$ cat src/rtl/swd_pkg.sv
package swd_pkg;
    typedef enum logic [3:0] {
        ST_IDLE,
        ST_LRST1,
        ST_SWITCH,
        ST_LRST2,
        ST_IDLEB,
        ST_REQ,
        ST_TRN1,
        ST_ACK,
        ST_DATA,
        ST_PAR,
        ST_TRN2,
        ST_TAIL,
        ST_FINISH
    } swd_state_e;

    // Wire order: bit 15 leaves first.
    localparam logic [15:0] SWITCH_SEQ     = 16'b0111100111100111;
    // Wire order: bit 7 leaves first.
    localparam logic [7:0]  REQ_IDCODE     = 8'b10100101;
    localparam logic [2:0]  ACK_OK         = 3'b001;
    localparam logic [31:0] IDCODE_DEFAULT = 32'h2BA01477;
    localparam int          SWITCH_LEN     = 16;
    localparam int          REQ_LEN        = 8;
    localparam int          ACK_LEN        = 3;
endpackage

$ cat src/rtl/swd_clk_div.sv
module swd_clk_div #(
    parameter int DIV_W = 8
) (
    input  logic             clk,
    input  logic             rst_n,
    input  logic             run,
    input  logic [DIV_W-1:0] half_period,
    output logic             swclk,
    output logic             rise,
    output logic             fall
);
    logic [DIV_W-1:0] cnt_q;
    logic [DIV_W-1:0] eff;
    logic             tick;

    assign eff  = (half_period == '0) ? DIV_W'(1) : half_period;
    assign tick = run && (cnt_q == eff - DIV_W'(1));
    assign rise = tick && !swclk;
    assign fall = tick && swclk;

    always_ff @(posedge clk or negedge rst_n) begin
        if (!rst_n) begin
            cnt_q <= '0;
            swclk <= 1'b0;
        end else if (!run) begin
            cnt_q <= '0;
            swclk <= 1'b0;
        end else if (tick) begin
            cnt_q <= '0;
            swclk <= ~swclk;
        end else begin
            cnt_q <= cnt_q + DIV_W'(1);
        end
    end
endmodule

$ cat src/rtl/swd_rx_shift.sv
module swd_rx_shift #(
    parameter int W = 32
) (
    input  logic         clk,
    input  logic         rst_n,
    input  logic         clear,
    input  logic         en,
    input  logic         din,
    output logic [W-1:0] word,
    output logic         par_acc
);
    always_ff @(posedge clk or negedge rst_n) begin
        if (!rst_n) begin
            word    <= '0;
            par_acc <= 1'b0;
        end else if (clear) begin
            word    <= '0;
            par_acc <= 1'b0;
        end else if (en) begin
            word    <= {din, word[W-1:1]};
            par_acc <= par_acc ^ din;
        end
    end
endmodule

$ cat src/rtl/swd_idcode_host.sv
module swd_idcode_host
    import swd_pkg::*;
#(
    parameter int RST_BITS  = 53,
    parameter int IDLE_BITS = 2,
    parameter int TAIL_BITS = 8,
    parameter int DIV_W     = 8,
    parameter int DATA_W    = 32
) (
    input  logic              clk,
    input  logic              rst_n,
    input  logic              start,
    input  logic [DIV_W-1:0]  half_period,
    input  logic              trn_one,
    input  logic [DATA_W-1:0] expected_id,
    output logic              swclk,
    output logic              swdio_out,
    output logic              swdio_oe,
    input  logic              swdio_in,
    output logic              busy,
    output logic              done,
    output logic [DATA_W-1:0] idcode,
    output logic              ack_err,
    output logic              parity_err,
    output logic              id_mismatch
);
    localparam int MAXB  = (RST_BITS > DATA_W) ? RST_BITS : DATA_W;
    localparam int CNT_W = $clog2(MAXB + 1);

    swd_state_e       state, nxt, follow;
    logic [CNT_W-1:0] cnt;
    int               bit_len;
    logic             last, rise, fall, run, accept;
    logic             rel_q, trn_q, par_q, par_acc;
    logic [2:0]       ack_q;
    logic             ack_ok;
    logic [DIV_W-1:0] hp_q;

    assign accept = (state == ST_IDLE) && start;
    assign run    = (state != ST_IDLE) && (state != ST_FINISH);
    assign ack_ok = (ack_q == ACK_OK);

    swd_clk_div #(.DIV_W(DIV_W)) i_div (
        .clk(clk), .rst_n(rst_n), .run(run), .half_period(hp_q),
        .swclk(swclk), .rise(rise), .fall(fall)
    );

    swd_rx_shift #(.W(DATA_W)) i_rx (
        .clk(clk), .rst_n(rst_n), .clear(accept),
        .en(rise && (state == ST_DATA)), .din(swdio_in),
        .word(idcode), .par_acc(par_acc)
    );

    // Next-state logic
    always_comb begin
        bit_len = 1;
        follow  = ST_IDLE;
        unique case (state)
            ST_LRST1:  begin bit_len = RST_BITS;   follow = ST_SWITCH; end
            ST_SWITCH: begin bit_len = SWITCH_LEN; follow = ST_LRST2;  end
            ST_LRST2:  begin bit_len = RST_BITS;   follow = ST_IDLEB;  end
            ST_IDLEB:  begin bit_len = IDLE_BITS;  follow = ST_REQ;    end
            ST_REQ:    begin bit_len = REQ_LEN;    follow = trn_q ? ST_TRN1 : ST_ACK; end
            ST_TRN1:   begin bit_len = 1;          follow = ST_ACK;    end
            ST_ACK:    begin
                bit_len = ACK_LEN;
                follow  = ack_ok ? ST_DATA : (trn_q ? ST_TRN2 : ST_TAIL);
            end
            ST_DATA:   begin bit_len = DATA_W;     follow = ST_PAR;    end
            ST_PAR:    begin bit_len = 1;          follow = trn_q ? ST_TRN2 : ST_TAIL; end
            ST_TRN2:   begin bit_len = 1;          follow = ST_TAIL;   end
            ST_TAIL:   begin bit_len = TAIL_BITS;  follow = ST_FINISH; end
            default:   begin bit_len = 1;          follow = ST_IDLE;   end
        endcase
        last = (cnt == CNT_W'(bit_len - 1));
        nxt  = state;
        unique case (state)
            ST_IDLE:   if (start) nxt = ST_LRST1;
            ST_FINISH: nxt = ST_IDLE;
            default:   if (fall && last) nxt = follow;
        endcase
    end

    // State register and bit counter
    always_ff @(posedge clk or negedge rst_n) begin
        if (!rst_n) begin
            state <= ST_IDLE;
            cnt   <= '0;
        end else begin
            state <= nxt;
            if (state == ST_IDLE || nxt != state) cnt <= '0;
            else if (fall)                        cnt <= cnt + 1'b1;
        end
    end

    // Line outputs decoded from state
    always_comb begin
        busy      = (state != ST_IDLE);
        done      = (state == ST_FINISH);
        swdio_oe  = 1'b0;
        swdio_out = 1'b0;
        unique case (state)
            ST_LRST1, ST_LRST2: begin swdio_oe = 1'b1; swdio_out = 1'b1; end
            ST_SWITCH: begin swdio_oe = 1'b1; swdio_out = SWITCH_SEQ[4'd15 - cnt[3:0]]; end
            ST_IDLEB:  begin swdio_oe = 1'b1; swdio_out = 1'b0; end
            ST_REQ:    begin swdio_oe = !rel_q; swdio_out = REQ_IDCODE[3'd7 - cnt[2:0]]; end
            ST_TAIL:   begin swdio_oe = 1'b1; swdio_out = 1'b0; end
            default:   ;
        endcase
    end

    // Capture and result flags
    always_ff @(posedge clk or negedge rst_n) begin
        if (!rst_n) begin
            rel_q <= 1'b0; trn_q <= 1'b0; par_q <= 1'b0; ack_q <= '0;
            hp_q <= '0; ack_err <= 1'b0; parity_err <= 1'b0; id_mismatch <= 1'b0;
        end else if (accept) begin
            rel_q <= 1'b0; trn_q <= trn_one; par_q <= 1'b0; ack_q <= '0;
            hp_q <= half_period; ack_err <= 1'b0; parity_err <= 1'b0; id_mismatch <= 1'b0;
        end else begin
            if (rise && state == ST_REQ && last) rel_q <= 1'b1;
            else if (fall)                       rel_q <= 1'b0;
            if (rise && state == ST_ACK) ack_q <= {swdio_in, ack_q[2:1]};
            if (rise && state == ST_PAR) par_q <= swdio_in;
            if (fall && state == ST_ACK && last && !ack_ok) ack_err <= 1'b1;
            if (fall && state == ST_PAR) begin
                parity_err  <= par_acc ^ par_q;
                id_mismatch <= (idcode != expected_id);
            end
        end
    end
endmodule

$ cat config.mk
export PLATFORM = sky130hd
export DESIGN_NAME = swd_idcode_host
export DESIGN_NICKNAME = d
export VERILOG_FILES = /design/src/rtl/swd_pkg.sv /design/src/rtl/swd_clk_div.sv /design/src/rtl/swd_rx_shift.sv /design/src/rtl/swd_idcode_host.sv
export SDC_FILE = /design/constraint.sdc
export NUM_CORES = 1
export LEC_CHECK = 0
export BUFFER_PORTS_ARGS = -buffer_cell sky130_fd_sc_hd__buf_2
export CAP_MARGIN = 15
export CELL_PAD_IN_SITES_DETAIL_PLACEMENT = 1
export CELL_PAD_IN_SITES_GLOBAL_PLACEMENT = 2
export CORE_MARGIN = 10
export CORE_UTILIZATION = 33
export DETAILED_ROUTE_END_ITERATION = 12
export PLACE_DENSITY = 0.77
export SLEW_MARGIN = 20
export SYNTH_ARGS = -nofsm -noshare
export SYNTH_HDL_FRONTEND = slang
export SYNTH_SLANG_ARGS = --single-unit
$ cat constraint.sdc
create_clock -name clk -period 4.22 [get_ports clk]
set_clock_uncertainty 0.15 [all_clocks]
set_input_delay 0.844 -clock clk [delete_from_list [all_inputs] [get_ports clk]]
set_output_delay 0.844 -clock clk [all_outputs]
set_load 0.02 [all_outputs]
==> impl_metrics.csv, run 1 <==
group,metric,value,unit
synth,synth_area,4055,um2
critical_path,path_buf_inv,0,
synth,synth_top_area_cell,"dfrtp_1",
final_layout,area_growth,19.47,%
critical_path,r2r-start,"state[3]",
drt,wl_met3,636,um
min_path,whs_path_depth,2,
final_layout,area.sequential,1727,um2
drt,vias_per_cell,5.302,
drt,drt_iter0_drc,168,
critical_path,crit_chain,"nand2b_1 > o32ai_1 > or2_2 > ha_1 > xor2_1 > a211oi_1 > nor2_1 > a2111oi_2 > nand2_1 > or2_2 > o311ai_1",
floorplan,rows,40,
sta,setup_tns,0,ps
sta,finalCriticalPeriod,3683,ps
sta,rsz0062_at_grt,"no",
critical_path,slowest_delay,590,ps
critical_path,end_kind,"register",
clock_network,clkTransAtPathRegs,60,ps
placement,dpl.hpwl,8907,um
drt,met2_wirelength,5642,um
final_layout,finalNonFillerCells,683,
status,status,"finished clean",
critical_path,crit_type,"register to register",
grt,gr-total-overflow,0,
critical_path,startpoint_type,"register",
critical_path,r2r_cells,11,
synth,ys_ff_latch,69,
critical_path,crit_required,4300,ps
job,maxCapViolations,0,
critical_path,arrival,3760,ps
grt,grt_max_degree,70,
floorplan,io_pins,85,
synth,yosysMostFrequentCell,"nand2_1",
drt,wire_per_inst,17.67,um
synth,synth_commonest_cells,"nand2_1 (72), dfrtp_1 (69), o21ai_0 (47), xor2_1 (45), nand3_1 (44)",
synth,ys.flop_type,"dfrtp_1",
critical_path,crit_path_frequent_cell,"or2_2",
sta,timing.fmax,271.6,MHz
drt,drc_errors,0,
sta,fin_crit_sh,87.26,%
drt,drt-met1-wl,5633,um
drt,antenna_left,0,
synth,synth-async-reset-ratio,100.0,%
critical_path,crit_family,"simple AND/OR/NAND/NOR gates",
clock_network,numCtsBuffers,9,
sta,drv_slew,0,
grt,grt_pass1_wl,19860,um
grt,antenna_found_initial,2,
clock_network,htree_levels,3,
floorplan,core_area,12010,um2
sta,slew_headroom,39.08,%
min_path,min_to,"trn_q",
power_and_ir_drop,peakVddDrop,0.1847,mV
min_path,hp-class,"register to register",
sta,worst_slew_pin_slew,913.8,ps
critical_path,critPathSlowestCell,"dfrtp_1",
final_layout,drive_above_1_share,22.43,%
clock_network,cts_resized,0,
sta,hold_viol,0,
placement,place.gp.congestion,0.8133,
synth,avgSynthCellArea,8.816,um2
critical_path,worst-path-max-fanout,14,
final_layout,nets,580,
min_path,hp-start,"trn_q",
grt,track_usage,14.58,%
synth,netlist.area_leader.share,42.58,%
floorplan,die_area,17120,um2
critical_path,reg2reg_slack,540,ps
clock_network,clockBufferDepth,2,
drt,top_layer_used,"met5",
floorplan,start_util,33.76,%
synth,ys_top_cells_by_area,"dfrtp_1 (43%), xor2_1 (9.7%), nand2_1 (6.7%)",
clock_network,cts_tree,"done",
synth,synth.distinct_cells,59,
drt,via_count,3621,
synth,yosys_warnings,0,
power_and_ir_drop,power_density,304.5,nW/um2
placement,dp.cells,666,
power_and_ir_drop,leakage,2.292,nW
synth,synth_cells,460,
final_layout,multi_input_area,2140,um2
critical_path,r2r_end,"state[2]",
grt,grt_pass1_vias,3805,
synth,syn-num-nets,510,
floorplan,die_w,130.9,um
placement,io_buffer_count,84,
final_layout,fillers,1459,
clock_network,cts.sinks,69,
synth,synth_enable_flop_cells,0,
clock_network,cts_setup_buffers,0,
drt,routed_wl,12070,um
clock_network,cts_hold_buf,0,
floorplan,fp.dieH,130.9,um
clock_network,clock_latency,330,ps
clock_network,cts-root-buf,"clkbuf_16",
synth,synth-seq-area-share,42.58,%
drt,dr.pass1.iters,4,
sta,setup_viol,0,
## through the flow
| step | power, mW | setup WS [ps] | cell area (um2) | util, % | hold slack (ps) |
|---|---|---|---|---|---|
| after floorplan | 0.6904 | 1173 | 4055 | - | 290.4 |
| after global placement | 0.7324 | 725.1 | 4549 | 37.88 | 313.8 |
| after detailed placement | 0.7332 | 563.8 | 4549 | 37.88 | 316.0 |
| after CTS | 1.490 | 558.9 | 4842 | 40.31 | 332.2 |
| after global routing | 1.529 | 149.2 | 4842 | 40.31 | 363.7 |
| final | 1.475 | 537.5 | 4845 | 40.33 | 322.8 |
## cells by family (layout without fill, tap and decap cells)
kind of cell	count (synthesis)	in the layout	synth area share (%)
buf+inv	41	116	4.782
simple gates	195	195	24.16
mux	9	9	2.252
flops	69	69	42.58
xor+xnor	52	52	11.23
fa+ha+maj	5	5	1.543
compound gates	89	89	13.45
other cells	0	1	0
## placed cells by master, fill, tap and decap left out, types with 7 or more instances in the layout
| master | n |
|---|---|
| buf_2 | 84 |
| nor3_1 | 10 |
| inv_1 | 11 |
| nand3_1 | 43 |
| dfrtp_1 | 69 |
| mux2i_1 | 8 |
| nor2_1 | 18 |
| o21ai_0 | 47 |
| nor4_1 | 11 |
| xnor2_1 | 7 |
| a21oi_1 | 14 |
| nand2_1 | 72 |
| xor2_1 | 45 |
| nand4_1 | 8 |
| clkbuf_16 | 9 |
## where the power goes
| part | internal [mW] | switching (mW) |
|---|---|---|
| logic | 0.0235 | 0.0309 |
| clock network | 0.457 | 0.300 |
| registers | 0.663 | 0.00141 |
## final cells by class
type	count	area share, %
multi-input cells	350	44.16
flip-flops and latches	69	35.64
well taps	147	3.796
clock buffers	10	4.726
clock inverters	6	1.317
inverters	11	0.8523
repair buffers	89	9.452
diodes	1	0.05165
## flip-flops by register name, indices dropped and copies added, names as in the netlist
name / cells
i_rx.word: 32
hp_q: 8
i_div.cnt_q: 8
cnt: 6
state: 4
ack_q: 3
ack_err: 1
i_div.swclk: 1
i_rx.par_acc: 1
id_mismatch: 1
par_q: 1
parity_err: 1
rel_q: 1
trn_q: 1
## metal layers
metal / vias to the layer above / track usage, %
li1: 1749 / -
met1: 1787 / 18.48
met2: 69 / 23.22
met3: 14 / 4.593
met4: 2 / 4.447
met5: - / 0
## tightest hold or removal path, cell delays in order (launching register included)
cell and delay, ps:
dfrtp_1 330, nand2_1 50, nand2_1 60
## worst max-delay path by stage
stage | depth (start not counted) | end | from | slack, ps
floorplan | 11 | cnt[5] | hp_q[2] | 1170
global placement | 11 | state[1] | state[3] | 730
detailed placement | 11 | state[2] | state[3] | 560
CTS | 11 | state[2] | state[3] | 560
global route | 11 | state[2] | state[3] | 150
finish | 11 | state[2] | state[3] | 540
Note: power is estimated with default switching activity, not from simulation.
==> run 2, diff against run 1 <==
--- a/config.mk
+++ b/config.mk
@@ -5,14 +5,15 @@
 export SDC_FILE = /design/constraint.sdc
 export NUM_CORES = 1
 export LEC_CHECK = 0
+export ABC_AREA = 1
 export BUFFER_PORTS_ARGS = -buffer_cell sky130_fd_sc_hd__buf_2
 export CAP_MARGIN = 15
 export CELL_PAD_IN_SITES_DETAIL_PLACEMENT = 1
 export CELL_PAD_IN_SITES_GLOBAL_PLACEMENT = 2
 export CORE_MARGIN = 10
-export CORE_UTILIZATION = 33
+export CORE_UTILIZATION = 32
 export DETAILED_ROUTE_END_ITERATION = 12
-export PLACE_DENSITY = 0.77
+export PLACE_DENSITY = 0.78
 export SLEW_MARGIN = 20
 export SYNTH_ARGS = -nofsm -noshare
 export SYNTH_HDL_FRONTEND = slang
==> impl_metrics.csv, run 2 <==
group,metric,value,unit
job,maxCapViolations,0,
synth,ys_top_cells_by_area,"dfrtp_1 (41%), nand2_1 (12%), xnor2_1 (6.9%)",
synth,synthMuxAreaShare,0.2695,%
sta,slew_headroom,36.71,%
synth,synth_enable_flop_cells,0,
placement,pre_cts_slack,733.8,ps
placement,io_buffer_count,84,
final_layout,area_growth,20.81,%
drt,drt_iter0_drc,169,
sta,rsz0062_at_grt,"no",
clock_network,clkTransAtPathRegs,50,ps
drt,dr.pass1.iters,4,
sta,fin_ws,732.8,ps
final_layout,final_cell_mix,"nand2_1 (131), buf_2 (84), dfrtp_1 (69), inv_1 (46), a21oi_1 (40)",
min_path,whs_path_depth,2,
clock_network,cts-root-buf,"clkbuf_16",
synth,ys_ff_latch,69,
min_path,min_to,"ack_q[0]",
critical_path,r2r-start,"state[0]",
power_and_ir_drop,power_density,480.9,nW/um2
sta,setup_viol,0,
status,status,"finished clean",
drt,antenna_left,0,
power_and_ir_drop,leakage,2.477,nW
grt,gr-total-overflow,0,
final_layout,top_regs,"i_rx.word x32, hp_q x8, i_div.cnt_q x8",
sta,worst_slew_pin_slew,946.3,ps
critical_path,crit_path_frequent_cell,"nand2_1",
drt,wire_per_inst,15.34,um
drt,routed_wl,12230,um
drt,via_count,3841,
floorplan,start_util,32.85,%
placement,place.gp.congestion,0.8093,
clock_network,numCtsBuffers,9,
floorplan,core_area,12720,um2
clock_network,cts_hold_buf,0,
critical_path,end_kind,"register",
clock_network,clock_latency,330,ps
sta,timing.fmax,286.8,MHz
power_and_ir_drop,peakVddDrop,0.1740,mV
sta,fin_crit_sh,82.64,%
critical_path,slowest_delay,630,ps
final_layout,nets,670,
final_layout,largest_reg_flops,32,
grt,track_usage,14.23,%
critical_path,critPathSlowestCell,"dfrtp_1",
clock_network,cts.sinks,69,
drt,vias_per_cell,4.819,
synth,synth.distinct_cells,42,
floorplan,io_pins,85,
critical_path,arrival,3550,ps
synth,netlist.area_leader.share,41.32,%
synth,synth_cells,533,
drt,drc_errors,0,
critical_path,startpoint,"state[0]",
critical_path,crit_required,4280,ps
min_path,hp-class,"register to register",
sta,whs,327.0,ps
placement,dpl.hpwl,9778,um
synth,synth_commonest_cells,"nand2_1 (131), dfrtp_1 (69), inv_1 (46), a21oi_1 (40)",
critical_path,startpoint_type,"register",
synth,synth_top_family_by_area,"simple AND/OR/NAND/NOR gates",
grt,grt_pass1_vias,4223,
grt,grt_pass1_wl,21000,um
sta,drv_slew,0,
synth,synth_top_area_cell,"dfrtp_1",
grt,grt_max_degree,49,
critical_path,path_buf_inv,1,
critical_path,r2r_cells,18,
synth,synth_xor_area_share,9.611,%
final_layout,diodes,0,
floorplan,rows,41,
critical_path,crit_family,"simple AND/OR/NAND/NOR gates",
synth,synth-seq-area-share,41.32,%
critical_path,crit_type,"register to register",
synth,ys.flop_type,"dfrtp_1",
critical_path,reg2reg_slack,730,ps
final_layout,top_register,"i_rx.word",
clock_network,cts_resized,0,
sta,hold_viol,0,
final_layout,mostFrequentLayoutCell,"nand2_1",
synth,synth_area,4179,um2
final_layout,drive_above_1_share,23.68,%
synth,synth_fa_ha_area_share,1.497,%
synth,synth_compound_area_share,11.11,%
synth,yosysMostFrequentCell,"nand2_1",
critical_path,r2r_end,"cnt[4]",
critical_path,worst-path-max-fanout,10,
min_path,hp-start,"ack_q[0]",
floorplan,fp.dieH,134.3,um
synth,syn-num-nets,583,
clock_network,cts_setup_buffers,0,
floorplan,die_w,134.3,um
synth,synth-simple-area-share,29.73,%
synth,avgSynthCellArea,7.841,um2
sta,setup_tns,0,ps
synth,synth-async-reset-ratio,100.0,%
clock_network,clockBufferDepth,2,
synth,yosys_warnings,0,
clock_network,htree_levels,3,
sta,finalCriticalPeriod,3487,ps
critical_path,crit_chain,"nand2_1 > nor2_1 > nor2_1 > nand2_1 > inv_1 > ha_1 > xor2_1 > nand3_1 > nor2_1 > nand4_2 > nor2_4 > nand3_2 > nand2_1 > nand3_1 > nand2_1 > nand2_2 > nand2_4 > nor3_2",
floorplan,die_area,18030,um2
grt,antenna_found_initial,0,
clock_network,cts_tree,"done",
[run 2: metrics by stage]
| stage | cell area, um2 | power (mW) | instances | utilization (%) |
|---|---|---|---|---|
| 2_1_floorplan | 4179 | 1.516 | 533 | - |
| 3_3_place_gp | 4788 | 1.769 | 781 | 37.64 |
| 3_5_place_dp | 4788 | 1.795 | 781 | 37.64 |
| 4_1_cts | 5049 | 2.474 | 797 | 39.68 |
| 5_1_grt | 5049 | 2.658 | 797 | 39.68 |
| 6_report | 5049 | 2.428 | 797 | 39.68 |
[run 2: tightest hold or removal path, stage by stage, from the launching register on]
cell	delay [ps]
dfrtp_1	340
a21oi_1	60
inv_1	40
[run 2: layer usage]
metal / vias to the layer above / global-route usage (%) / share of wire (%)
li1: 1908 / - / -
met1: 1859 / 17.86 / 47
met2: 62 / 23.10 / 47
met3: 12 / 3.697 / 4.7
met4: 0 / 4.837 / 1.2
met5: - / 0 / 0
[run 2: logic make-up (layout without fill, tap and decap cells)]
kind of cell,count (synthesis),after routing
compound gates,86,86
flops,69,69
mux,1,1
simple gates,259,259
buf+inv,68,160
xor+xnor,45,45
fa+ha+maj,5,5
[run 2: how the worst max path moves through the flow]
stage	endpoint	slack, ps	depth (start not counted)
5_1_grt	cnt[4]	370	18
3_5_place_dp	cnt[4]	730	18
2_1_floorplan	cnt[0]	1400	20
6_report	cnt[4]	730	18
3_3_place_gp	cnt[0]	810	18
4_1_cts	cnt[4]	720	18
[run 2: cell type report]
class,count,area [um2]
Fill cell,1629,7674
Multi-Input combinational cell,396,2182
Sequential cell,69,1727
Timing Repair Buffer,89,457.9
Clock buffer,11,232.7
Tap cell,172,215.2
Inverter,55,206.4
Clock inverter,5,27.53
[run 2: power breakdown]
group	internal [mW]	total, mW	leakage, nW	switching (mW)
Combinational	0.321	0.959	1.41	0.638
Clock	0.393	0.662	0.129	0.269
Sequential	0.726	0.807	0.942	0.0814
==> run 3, diff against run 2 <==
--- a/config.mk
+++ b/config.mk
@@ -5,15 +5,15 @@
 export SDC_FILE = /design/constraint.sdc
 export NUM_CORES = 1
 export LEC_CHECK = 0
-export ABC_AREA = 1
+export ABC_AREA = 0
 export BUFFER_PORTS_ARGS = -buffer_cell sky130_fd_sc_hd__buf_2
 export CAP_MARGIN = 15
 export CELL_PAD_IN_SITES_DETAIL_PLACEMENT = 1
 export CELL_PAD_IN_SITES_GLOBAL_PLACEMENT = 2
 export CORE_MARGIN = 10
-export CORE_UTILIZATION = 32
+export CORE_UTILIZATION = 33
 export DETAILED_ROUTE_END_ITERATION = 12
-export PLACE_DENSITY = 0.78
+export PLACE_DENSITY = 0.77
 export SLEW_MARGIN = 20
 export SYNTH_ARGS = -nofsm -noshare
 export SYNTH_HDL_FRONTEND = slang
==> constraint.sdc (replaced) <==
create_clock -name clk -period 3.6 [get_ports clk]
set_clock_uncertainty 0.15 [all_clocks]
set_input_delay 0.72 -clock clk [delete_from_list [all_inputs] [get_ports clk]]
set_output_delay 0.72 -clock clk [all_outputs]
set_load 0.02 [all_outputs]
==> impl_metrics.csv, run 3 (synthesis results as in run 1) <==
group,metric,value,unit
clock_network,cts-root-buf,"clkbuf_16",
floorplan,io_pins,85,
sta,slew_headroom,59.68,%
grt,grt_pass1_vias,3955,
drt,drt_iter0_drc,144,
floorplan,die_w,130.9,um
critical_path,startpoint_type,"register",
power_and_ir_drop,p_clk_share,51.5,%
power_and_ir_drop,swShare,22.85,%
min_path,hp-class,"input port to async pin",
critical_path,crit_type,"register to register",
final_layout,diodes,0,
final_layout,largest_reg_flops,32,
clock_network,cts_tree,"done",
grt,gr-total-overflow,0,
critical_path,slowest_delay,460,ps
power_and_ir_drop,switchingPower,0.3985,mW
critical_path,end_kind,"register",
final_layout,mostFrequentLayoutCell,"buf_2",
final_layout,area_growth,23.20,%
sta,worst_slew_pin_slew,604.8,ps
sta,setup_tns,0,ps
power_and_ir_drop,p_comb_share,3.8,%
clock_network,clockBufferDepth,2,
floorplan,core_area,12010,um2
placement,dpl.hpwl,9247,um
sta,setup_viol,0,
drt,wire_per_inst,17.77,um
job,maxCapViolations,0,
drt,via_count,3645,
drt,vias_per_cell,5.252,
critical_path,critPathSlowestCell,"dfrtp_1",
sta,finalCriticalPeriod,3347,ps
placement,place.gp.congestion,0.7887,
final_layout,top_regs,"i_rx.word x32, hp_q x8, i_div.cnt_q x8",
placement,placed_area,4659,um2
sta,fin_crit_sh,92.98,%
critical_path,arrival,3460,ps
final_layout,finalNonFillerCells,694,
grt,grt_pass1_wl,20250,um
power_and_ir_drop,peakVddDrop,0.2520,mV
drt,drc_errors,0,
floorplan,die_area,17120,um2
grt,grt_max_degree,76,
final_layout,nets,592,
sta,timing.fmax,298.7,MHz
placement,dp.cells,674,
final_layout,finalCoreUtilization,41.59,%
floorplan,fp.dieH,130.9,um
final_layout,final_cell_mix,"buf_2 (84), nand2_1 (72), dfrtp_1 (69), o21ai_0 (47), xor2_1 (45)",
power_and_ir_drop,power_density,349.2,nW/um2
sta,drv_slew,0,
clock_network,htree_levels,3,
final_layout,postLayoutCellArea,4996,um2
critical_path,crit_required,3710,ps
floorplan,rows,40,
critical_path,crit_chain,"nor4_4 > a21oi_1 > ha_1 > xnor2_1 > a221oi_1 > nand4_1 > a211oi_4 > nand4_1 > buf_12 > or3_1 > a21oi_1",
status,status,"finished clean",
floorplan,start_util,33.76,%
clock_network,clkTransAtPathRegs,60,ps
power_and_ir_drop,p_total,1.744,mW
drt,routed_wl,12330,um
clock_network,cts.sinks,69,
grt,antenna_found_initial,1,
sta,hold_viol,0,
clock_network,numCtsBuffers,9,
final_layout,drive_above_1_share,24.31,%
final_layout,top_register,"i_rx.word",
drt,antenna_left,0,
placement,io_buffer_count,84,
power_and_ir_drop,p_int,1.346,mW
drt,dr.pass1.iters,4,
critical_path,worst-path-max-fanout,31,
clock_network,clock_latency,340,ps
power_and_ir_drop,leakage,2.386,nW
grt,track_usage,15.06,%
power_and_ir_drop,seqPwrFrac,44.7,%
run 3: cell types whose count changed in the layout (fill, tap and decap cells not counted), sizes merged, moves of 7 or more:
cell / delta
o21ai: +12
nor4: +12
mux2i: +8
xor2: +33
nand3: +7
nand2: -67
xnor2: -26
a21oi: -26
nor2: -27
inv: -41
buf: +12
run 3: metrics by stage:
stage | hold slack, ps | setup WS (ps)
floorplan | 274.4 | 553.5
global placement | 310.8 | 311.9
detailed placement | 317.4 | 218.1
CTS | 274.2 | 170.5
global route | 298.8 | -11.85
finish | 250.6 | 252.6
run 3: power by group through the flow:
stage	Sequential (mW)	Combinational, mW	Clock, mW
floorplan	0.794	0.0156	0
global placement	0.793	0.0670	0
detailed placement	0.793	0.0692	0
CTS	0.779	0.0694	0.915
global route	0.779	0.0762	0.948
finish	0.779	0.0666	0.899
run 3: cell type report:
cell class | instances | area (um2)
Fill cell | 1427 | 7015
Clock inverter | 7 | 75.07
Inverter | 11 | 41.29
Multi-Input combinational cell | 350 | 2146
Tap cell | 147 | 183.9
Clock buffer | 9 | 225.2
Timing Repair Buffer | 101 | 598.1
Sequential cell | 69 | 1727
run 3: timing repair:
action	4_1_cts	5_1_grt
gates resized for setup	0	1
buffers inserted	0	4
setup endpoints to repair	0	25
hold buffers	0	0
run 3: worst max-delay path, delay by kind of cell (launching register included):
kind | cells | cell delay (ps)
flip-flops | 1 | 460
AND/OR/NAND/NOR | 4 | 1140
buffers and inverters | 1 | 210
XOR/XNOR | 1 | 120
adder cells (fa/ha/maj) | 1 | 310
AO/OA/AOI/OAI | 4 | 860
run 3: routing by layer:
layer  global-route usage [%]  wire (um)
met1                    18.52       5606
met3                    4.633        700
met2                    24.20       5807
met4                    5.755        218
met5                        0          0
run 3: path summary, 6_finish.rpt:
kind                            startpoint        endpoint  slack, ps  cells past startpoint
min in group clk                     trn_q           trn_q        330                      2
worst min-delay path                 rst_n  i_div.cnt_q[0]        250                      2
worst max-delay path               hp_q[3]    i_rx.par_acc        250                     11
worst min register to register       trn_q           trn_q        330                      2
max in group asynchronous            rst_n        state[3]       2740                      2
worst max register to register     hp_q[3]    i_rx.par_acc        250                     11
